**config.mk**
```make
export PLATFORM = sky130hd
export DESIGN_NAME = qe_setter
export DESIGN_NICKNAME = d
export VERILOG_FILES = /design/src/rtl/qe_pkg.sv /design/src/rtl/qe_ctrl.sv /design/src/rtl/qe_dpath.sv /design/src/rtl/qe_setter.sv
export SDC_FILE = /design/constraint.sdc
export NUM_CORES = 1
export LEC_CHECK = 0
export BUFFER_PORTS_ARGS = -buffer_cell sky130_fd_sc_hd__buf_2
export CORE_MARGIN = 2
export CORE_UTILIZATION = 40
export DETAILED_ROUTE_END_ITERATION = 10
export PLACE_DENSITY = 0.63
export SLEW_MARGIN = 30
export SYNTH_ARGS = -nofsm -noshare
export SYNTH_HDL_FRONTEND = slang
export SYNTH_SLANG_ARGS = --single-unit
```
**constraint.sdc**
```tcl
create_clock -name clk -period 2.5 [get_ports clk]
set_clock_uncertainty 0.15 [all_clocks]
set_input_delay 0.375 -clock clk [delete_from_list [all_inputs] [get_ports clk]]
set_output_delay 0.375 -clock clk [all_outputs]
set_load 0.05 [all_outputs]
```
**src/rtl/qe_pkg.sv**
```systemverilog
package qe_pkg;

  localparam logic [7:0] OP_WREN  = 8'h06;
  localparam logic [7:0] OP_RDSR0 = 8'h05;
  localparam logic [7:0] OP_RDSR1 = 8'h35;
  localparam logic [7:0] OP_WRSR0 = 8'h01;
  localparam logic [7:0] OP_WRSR1 = 8'h31;

  typedef enum logic [2:0] {
    CK_NONE,
    CK_RD_TGT,
    CK_RD_OTH,
    CK_WREN,
    CK_WRITE,
    CK_POLL
  } cmdKind_t;

  typedef enum logic [1:0] {
    ERR_NONE    = 2'd0,
    ERR_BUS     = 2'd1,
    ERR_TIMEOUT = 2'd2
  } errCode_t;

  // Control-to-datapath strobes
  typedef struct packed {
    logic     latchReq;
    logic     capTarget;
    logic     capOther;
    logic     incPoll;
    logic     loadGap;
    logic     decGap;
    logic     finish;
    errCode_t finCode;
    cmdKind_t kind;
  } qeStrobe_t;

endpackage

```
**src/rtl/qe_ctrl.sv**
```systemverilog
module qe_ctrl
  import qe_pkg::*;
(
  input  logic      clk,
  input  logic      rstN,
  input  logic      start,
  input  logic      useComb,
  input  logic      rxHasBit,
  input  logic      rxBusy,
  input  logic      pollLast,
  input  logic      gapZero,
  input  logic      cmdDone,
  input  logic      cmdFail,
  output logic      cmdValid,
  output qeStrobe_t strb
);

  typedef enum logic [2:0] {
    ST_IDLE,
    ST_RD_TGT,
    ST_RD_OTH,
    ST_WREN,
    ST_WRITE,
    ST_POLL,
    ST_GAP
  } state_t;

  state_t state, stateNext;

  always_ff @(posedge clk) begin
    if (!rstN) state <= ST_IDLE;
    else       state <= stateNext;
  end

  always_comb begin
    strb      = '0;
    stateNext = state;
    cmdValid  = 1'b0;
    unique case (state)
      ST_IDLE: begin
        if (start) begin
          strb.latchReq = 1'b1;
          stateNext     = ST_RD_TGT;
        end
      end
      ST_RD_TGT: begin
        cmdValid  = 1'b1;
        strb.kind = CK_RD_TGT;
        if (cmdDone) begin
          if (cmdFail) begin
            strb.finish  = 1'b1;
            strb.finCode = ERR_BUS;
            stateNext    = ST_IDLE;
          end else if (rxHasBit) begin
            strb.finish  = 1'b1;
            strb.finCode = ERR_NONE;
            stateNext    = ST_IDLE;
          end else begin
            strb.capTarget = 1'b1;
            stateNext      = useComb ? ST_RD_OTH : ST_WREN;
          end
        end
      end
      ST_RD_OTH: begin
        cmdValid  = 1'b1;
        strb.kind = CK_RD_OTH;
        if (cmdDone) begin
          if (cmdFail) begin
            strb.finish  = 1'b1;
            strb.finCode = ERR_BUS;
            stateNext    = ST_IDLE;
          end else begin
            strb.capOther = 1'b1;
            stateNext     = ST_WREN;
          end
        end
      end
      ST_WREN: begin
        cmdValid  = 1'b1;
        strb.kind = CK_WREN;
        if (cmdDone) begin
          if (cmdFail) begin
            strb.finish  = 1'b1;
            strb.finCode = ERR_BUS;
            stateNext    = ST_IDLE;
          end else begin
            stateNext = ST_WRITE;
          end
        end
      end
      ST_WRITE: begin
        cmdValid  = 1'b1;
        strb.kind = CK_WRITE;
        if (cmdDone) begin
          if (cmdFail) begin
            strb.finish  = 1'b1;
            strb.finCode = ERR_BUS;
            stateNext    = ST_IDLE;
          end else begin
            stateNext = ST_POLL;
          end
        end
      end
      ST_POLL: begin
        cmdValid  = 1'b1;
        strb.kind = CK_POLL;
        if (cmdDone) begin
          if (cmdFail) begin
            strb.finish  = 1'b1;
            strb.finCode = ERR_BUS;
            stateNext    = ST_IDLE;
          end else if (!rxBusy) begin
            strb.finish  = 1'b1;
            strb.finCode = ERR_NONE;
            stateNext    = ST_IDLE;
          end else if (pollLast) begin
            strb.finish  = 1'b1;
            strb.finCode = ERR_TIMEOUT;
            stateNext    = ST_IDLE;
          end else begin
            strb.incPoll = 1'b1;
            strb.loadGap = 1'b1;
            stateNext    = ST_GAP;
          end
        end
      end
      ST_GAP: begin
        if (gapZero) stateNext = ST_POLL;
        else         strb.decGap = 1'b1;
      end
      default: stateNext = ST_IDLE;
    endcase
  end

  AST_CMD_HOLD: assert property (@(posedge clk) disable iff (!rstN)
    (cmdValid && !cmdDone) |=> (cmdValid && $stable(strb.kind)));

  AST_DONE_WITH_REQ: assert property (@(posedge clk) disable iff (!rstN)
    cmdDone |-> cmdValid);

  AST_WREN_BEFORE_WRITE: assert property (@(posedge clk) disable iff (!rstN)
    (state == ST_WRITE && $past(state) != ST_WRITE) |-> ($past(state) == ST_WREN));

  AST_START_IGNORED: assert property (@(posedge clk) disable iff (!rstN)
    (state != ST_IDLE) |-> !strb.latchReq);

endmodule

```
**src/rtl/qe_dpath.sv**
```systemverilog
module qe_dpath
  import qe_pkg::*;
#(
  parameter int POLL_LIMIT = 10000,
  parameter int POLL_GAP   = 250
) (
  input  logic        clk,
  input  logic        rstN,
  input  qeStrobe_t   strb,
  input  logic [3:0]  bitIdx,
  input  logic        combined,
  input  logic [7:0]  cmdRxData,
  output logic [7:0]  cmdOpcode,
  output logic [1:0]  cmdTxLen,
  output logic        cmdRxLen,
  output logic [15:0] cmdTxData,
  output logic        useComb,
  output logic        rxHasBit,
  output logic        rxBusy,
  output logic        pollLast,
  output logic        gapZero,
  output logic        done,
  output logic [1:0]  errCode
);

  localparam int PCNT_W = (POLL_LIMIT > 1) ? $clog2(POLL_LIMIT) : 1;
  localparam int GCNT_W = (POLL_GAP > 1) ? $clog2(POLL_GAP) : 1;

  logic              regSel;
  logic [2:0]        bitPos;
  logic [7:0]        tgtByte;
  logic [7:0]        othByte;
  logic [PCNT_W-1:0] pollCnt;
  logic [GCNT_W-1:0] gapCnt;
  logic [7:0]        bitMask;
  logic [7:0]        newTgt;
  logic [7:0]        reg0Byte;
  logic [7:0]        reg1Byte;

  always_ff @(posedge clk) begin
    if (!rstN) begin
      regSel  <= 1'b0;
      bitPos  <= '0;
      useComb <= 1'b0;
      tgtByte <= '0;
      othByte <= '0;
      pollCnt <= '0;
      gapCnt  <= '0;
      done    <= 1'b0;
      errCode <= ERR_NONE;
    end else begin
      done <= strb.finish;
      if (strb.latchReq) begin
        regSel  <= bitIdx[3];
        bitPos  <= bitIdx[2:0];
        useComb <= combined;
        pollCnt <= '0;
        errCode <= ERR_NONE;
      end
      if (strb.capTarget) tgtByte <= cmdRxData;
      if (strb.capOther)  othByte <= cmdRxData;
      if (strb.incPoll)   pollCnt <= pollCnt + 1'b1;
      if (strb.loadGap)   gapCnt  <= GCNT_W'(POLL_GAP - 1);
      else if (strb.decGap) gapCnt <= gapCnt - 1'b1;
      if (strb.finish)    errCode <= strb.finCode;
    end
  end

  assign bitMask  = 8'h01 << bitPos;
  assign rxHasBit = |(cmdRxData & bitMask);
  assign rxBusy   = cmdRxData[0];
  assign pollLast = (pollCnt == PCNT_W'(POLL_LIMIT - 1));
  assign gapZero  = (gapCnt == '0);
  assign newTgt   = tgtByte | bitMask;
  assign reg0Byte = regSel ? othByte : newTgt;
  assign reg1Byte = regSel ? newTgt : othByte;

  always_comb begin
    cmdOpcode = 8'h00;
    cmdTxLen  = 2'd0;
    cmdRxLen  = 1'b0;
    cmdTxData = 16'h0000;
    unique case (strb.kind)
      CK_RD_TGT: begin
        cmdOpcode = regSel ? OP_RDSR1 : OP_RDSR0;
        cmdRxLen  = 1'b1;
      end
      CK_RD_OTH: begin
        cmdOpcode = regSel ? OP_RDSR0 : OP_RDSR1;
        cmdRxLen  = 1'b1;
      end
      CK_WREN: cmdOpcode = OP_WREN;
      CK_WRITE: begin
        if (useComb) begin
          cmdOpcode = OP_WRSR0;
          cmdTxLen  = 2'd2;
          cmdTxData = {reg0Byte, reg1Byte};
        end else begin
          cmdOpcode = regSel ? OP_WRSR1 : OP_WRSR0;
          cmdTxLen  = 2'd1;
          cmdTxData = {newTgt, 8'h00};
        end
      end
      CK_POLL: begin
        cmdOpcode = OP_RDSR0;
        cmdRxLen  = 1'b1;
      end
      default: ;
    endcase
  end

  AST_POLL_RANGE: assert property (@(posedge clk) disable iff (!rstN)
    pollCnt <= PCNT_W'(POLL_LIMIT - 1));

  AST_DONE_PULSE: assert property (@(posedge clk) disable iff (!rstN)
    done |=> !done);

  AST_ERR_LEGAL: assert property (@(posedge clk) disable iff (!rstN)
    errCode != 2'd3);

  AST_ERR_HELD: assert property (@(posedge clk) disable iff (!rstN)
    (!strb.latchReq && !strb.finish) |=> $stable(errCode));

endmodule

```
**src/rtl/qe_setter.sv**
```systemverilog
module qe_setter
  import qe_pkg::*;
#(
  parameter int POLL_LIMIT = 10000,
  parameter int POLL_GAP   = 250
) (
  input  logic        clk,
  input  logic        rstN,
  input  logic        start,
  input  logic [3:0]  bitIdx,
  input  logic        combined,
  output logic        cmdValid,
  output logic [7:0]  cmdOpcode,
  output logic [1:0]  cmdTxLen,
  output logic        cmdRxLen,
  output logic [15:0] cmdTxData,
  input  logic        cmdDone,
  input  logic        cmdFail,
  input  logic [7:0]  cmdRxData,
  output logic        done,
  output logic [1:0]  errCode
);

  qeStrobe_t strb;
  logic      useComb;
  logic      rxHasBit;
  logic      rxBusy;
  logic      pollLast;
  logic      gapZero;

  qe_ctrl uCtrl (
    .clk      (clk),
    .rstN     (rstN),
    .start    (start),
    .useComb  (useComb),
    .rxHasBit (rxHasBit),
    .rxBusy   (rxBusy),
    .pollLast (pollLast),
    .gapZero  (gapZero),
    .cmdDone  (cmdDone),
    .cmdFail  (cmdFail),
    .cmdValid (cmdValid),
    .strb     (strb)
  );

  qe_dpath #(
    .POLL_LIMIT (POLL_LIMIT),
    .POLL_GAP   (POLL_GAP)
  ) uDpath (
    .clk       (clk),
    .rstN      (rstN),
    .strb      (strb),
    .bitIdx    (bitIdx),
    .combined  (combined),
    .cmdRxData (cmdRxData),
    .cmdOpcode (cmdOpcode),
    .cmdTxLen  (cmdTxLen),
    .cmdRxLen  (cmdRxLen),
    .cmdTxData (cmdTxData),
    .useComb   (useComb),
    .rxHasBit  (rxHasBit),
    .rxBusy    (rxBusy),
    .pollLast  (pollLast),
    .gapZero   (gapZero),
    .done      (done),
    .errCode   (errCode)
  );

endmodule

```
==> results.toml <==
[status]
status = "complete, no violations"

[floorplan]
die_w_um = 90.9
core_area_um2 = 7290
io-pin-count = 49
rows = 31
die_area_um2 = 8260
start_util = 0.414
die_h_um = 90.9

[hold_path]
min_path_type = "in2reg"
hold_depth = 3
worstHoldStart = "bitIdx[3]"
min_to = "uDpath.regSel"

[timing]
tns_ps = 0
fin_crit_sh = 0.957
fmax_mhz = 418
hold_viol = 0
fin_crit_ps = 2390
setup_viol = 0
relSlewSlack = 0.642
drv_slew = 0
tightest_slew_ps = 531
layout_setup_ws_ps = 109

[final_layout]
seqCellArea_um2 = 990
area_growth_pct = 22.4
layout-drive-gt1-share = 0.248
fillCellCount = 719
n_antenna_cell = 0
final_cells = 534
multi_input_area_um2 = 1990
nets = 457

[setup_path]
cp.depth = 8
reg2reg_to = "uDpath.pollCnt[6]"
crit_path_max_incr_delay_ps = 380
path_cells = "inv_6 -> ha_4 -> a21oi_2 -> o211ai_1 -> o32ai_1 -> nand2_1 -> o31ai_4 -> buf_6"
crit_type = "reg2out"
rrSetupSlack_ps = 160
path_buf_inv = 2
startpoint_type = "flip-flop"
critPathTopFamily = "compound AO/OA/AOI/OAI gates"
timing.rr.start = "uDpath.pollCnt[5]"
end_kind = "primary output"
reg2reg_depth = 7
cp_slowest_cell = "dfxtp_4"
required_ps = 1980
cp_max_fo = 8
worst_ep_arrival_time_ps = 1870

[placed_design]
placed_cells = 524
routabilityCongestion = 0.907
portBuffers = 45
post-place-ws_ps = 152
hpwl_um = 5680

[cts]
clock_latency_ps = 310
path_clk_slew_ps = 100
clock_sinks = 49
numCtsBuffers = 5
htree_levels = 2
cts_buffer_depth = 2
cts_tree = "yes"
root_buffer = "clkbuf_8"

[logic_synthesis]
ys_seq_area_frac = 0.325
synth.avg_cell_area_um2 = 7.84
synth.distinct_cells = 60
async_flop_share = 0
synth_edf_count = 0
netlist_area_um2 = 3020
synth-main-ff-cell = "dfxtp_1"
yosys-top-cells-count = "dfxtp_1 (49), nor2_1 (48), nand2_1 (46)"
yosysMostFrequentCell = "dfxtp_1"
synth_top_area_cell = "dfxtp_1"
synth_top_area_frac = 0.325
synthCells = 385
yosysWarnings = 0
yosys-top-cells-area = "dfxtp_1 (33%), mux2i_1 (8.0%), nor2_1 (6.0%)"
ys_seq_elements = 49

[grt]
antenna_found_initial = 0
grt_overflow = 0
grt_max_degree = 27
grt_usage = 0.181
grt_pass1_vias = 2651
grt_first_pass_wirelength_um = 12600

[drt]
wl_um = 7510
dr.pass1.iters = 4
drt-met1-wl_um = 3630
dr_wl_met3_um = 310
via_per_inst = 5.45
routed-wl-met2_um = 3460
wl_per_cell_um = 14.1
drc_errors = 0
routed.top_layer = "met4"
via_count = 2910
antenna_left = 0
drt_iter0_markers = 134

[job]
maxCapViolCount = 0

[power_and_ir_drop]
p_leak_nw = 1.51
ir_drop_v = 0.000220
total_power_w = 0.00220
p_per_area_nw_per_um2 = 594
[stage by stage]
step,instance area [um2],hold WS (ps),util
6_report,3690,158,0.507
4_1_cts,3640,151,0.500
3_3_place_gp,3530,293,0.484
3_5_place_dp,3530,295,0.484
5_1_grt,3690,153,0.507
2_1_floorplan,3190,284,-
[per-layer routing]
metal / track usage / vias to the layer above
li1: - / 1477
met1: 0.249 / 1337
met2: 0.296 / 84
met3: 0.0259 / 12
met4: 0.0530 / 0
met5: 0 / -
[flip-flops by register name, summed over array words and instances, names as in the netlist]
name            flops
uCtrl.state         3
uDpath.bitPos       3
uDpath.done         1
uDpath.errCode      2
uDpath.gapCnt       8
uDpath.othByte      8
uDpath.pollCnt     14
uDpath.regSel       1
uDpath.tgtByte      8
uDpath.useComb      1
[power breakdown]
part / switching, W / total [W] / internal (W)
Clock: 0.000271 / 0.000570 / 0.000300
Sequential: 0.0000392 / 0.000851 / 0.000811
Combinational: 0.000517 / 0.000776 / 0.000259
[logic make-up (layout without fill, tap and decap cells)]
kind of cell / Yosys count / count (layout) / synth area share
XOR/XNOR: 9 / 9 / 0.0261
adder cells (fa/ha/maj): 5 / 5 / 0.0207
AND/OR/NAND/NOR: 170 / 170 / 0.289
AO/OA/AOI/OAI: 84 / 84 / 0.195
buffers and inverters: 43 / 91 / 0.0638
multiplexers: 24 / 24 / 0.0796
other: 1 / 3 / 0.00124
flip-flops: 49 / 49 / 0.325
[worst max path at each step]
stage | from | slack [ps] | to
floorplan | uCtrl.state[1] | -230 | cmdTxData[5]
global placement | uDpath.pollCnt[0] | 230 | uDpath.pollCnt[5]
detailed placement | uDpath.pollCnt[0] | 150 | uDpath.pollCnt[5]
CTS | uCtrl.state[2] | -50 | cmdOpcode[5]
global route | uCtrl.state[1] | -7 | cmdOpcode[5]
finish | uCtrl.state[1] | 110 | cmdOpcode[5]
[repair_timing]
action / in CTS / in global routing
resized for setup: 1 / 17
endpoints found under the hold margin: 0 / 0
endpoints found under the setup margin: 2 / 9
pin swaps: 0 / 5
setup buffers: 0 / 2
hold buffers: 0 / 0
[tightest hold or removal path: stages]
cell and delay, ps:
buf_2 80, mux2i_1 50, nor2_1 70
[area by class of cell]
type / count / share of cell area
Sequential cell: 49 / 0.268
Inverter: 15 / 0.0166
Clock buffer: 5 / 0.0186
Multi-Input combinational cell: 295 / 0.537
Clock inverter: 3 / 0.0125
Timing Repair Buffer: 68 / 0.113
Tap cell: 99 / 0.0335
[placed cells by master (no fill, tap or decap), drive strengths merged, types with 6 or more instances in the layout]
cell type,n
xnor2,8
nand4,9
a31oi,7
nor2,49
dfxtp,49
inv,14
nor4,9
nand2,46
o21ai,12
nand3,12
mux2i,24
a211oi,18
nand2b,6
clkbuf,6
buf,67
nand3b,7
a21oi,20
No activity file was read; power rests on OpenSTA's default activity.
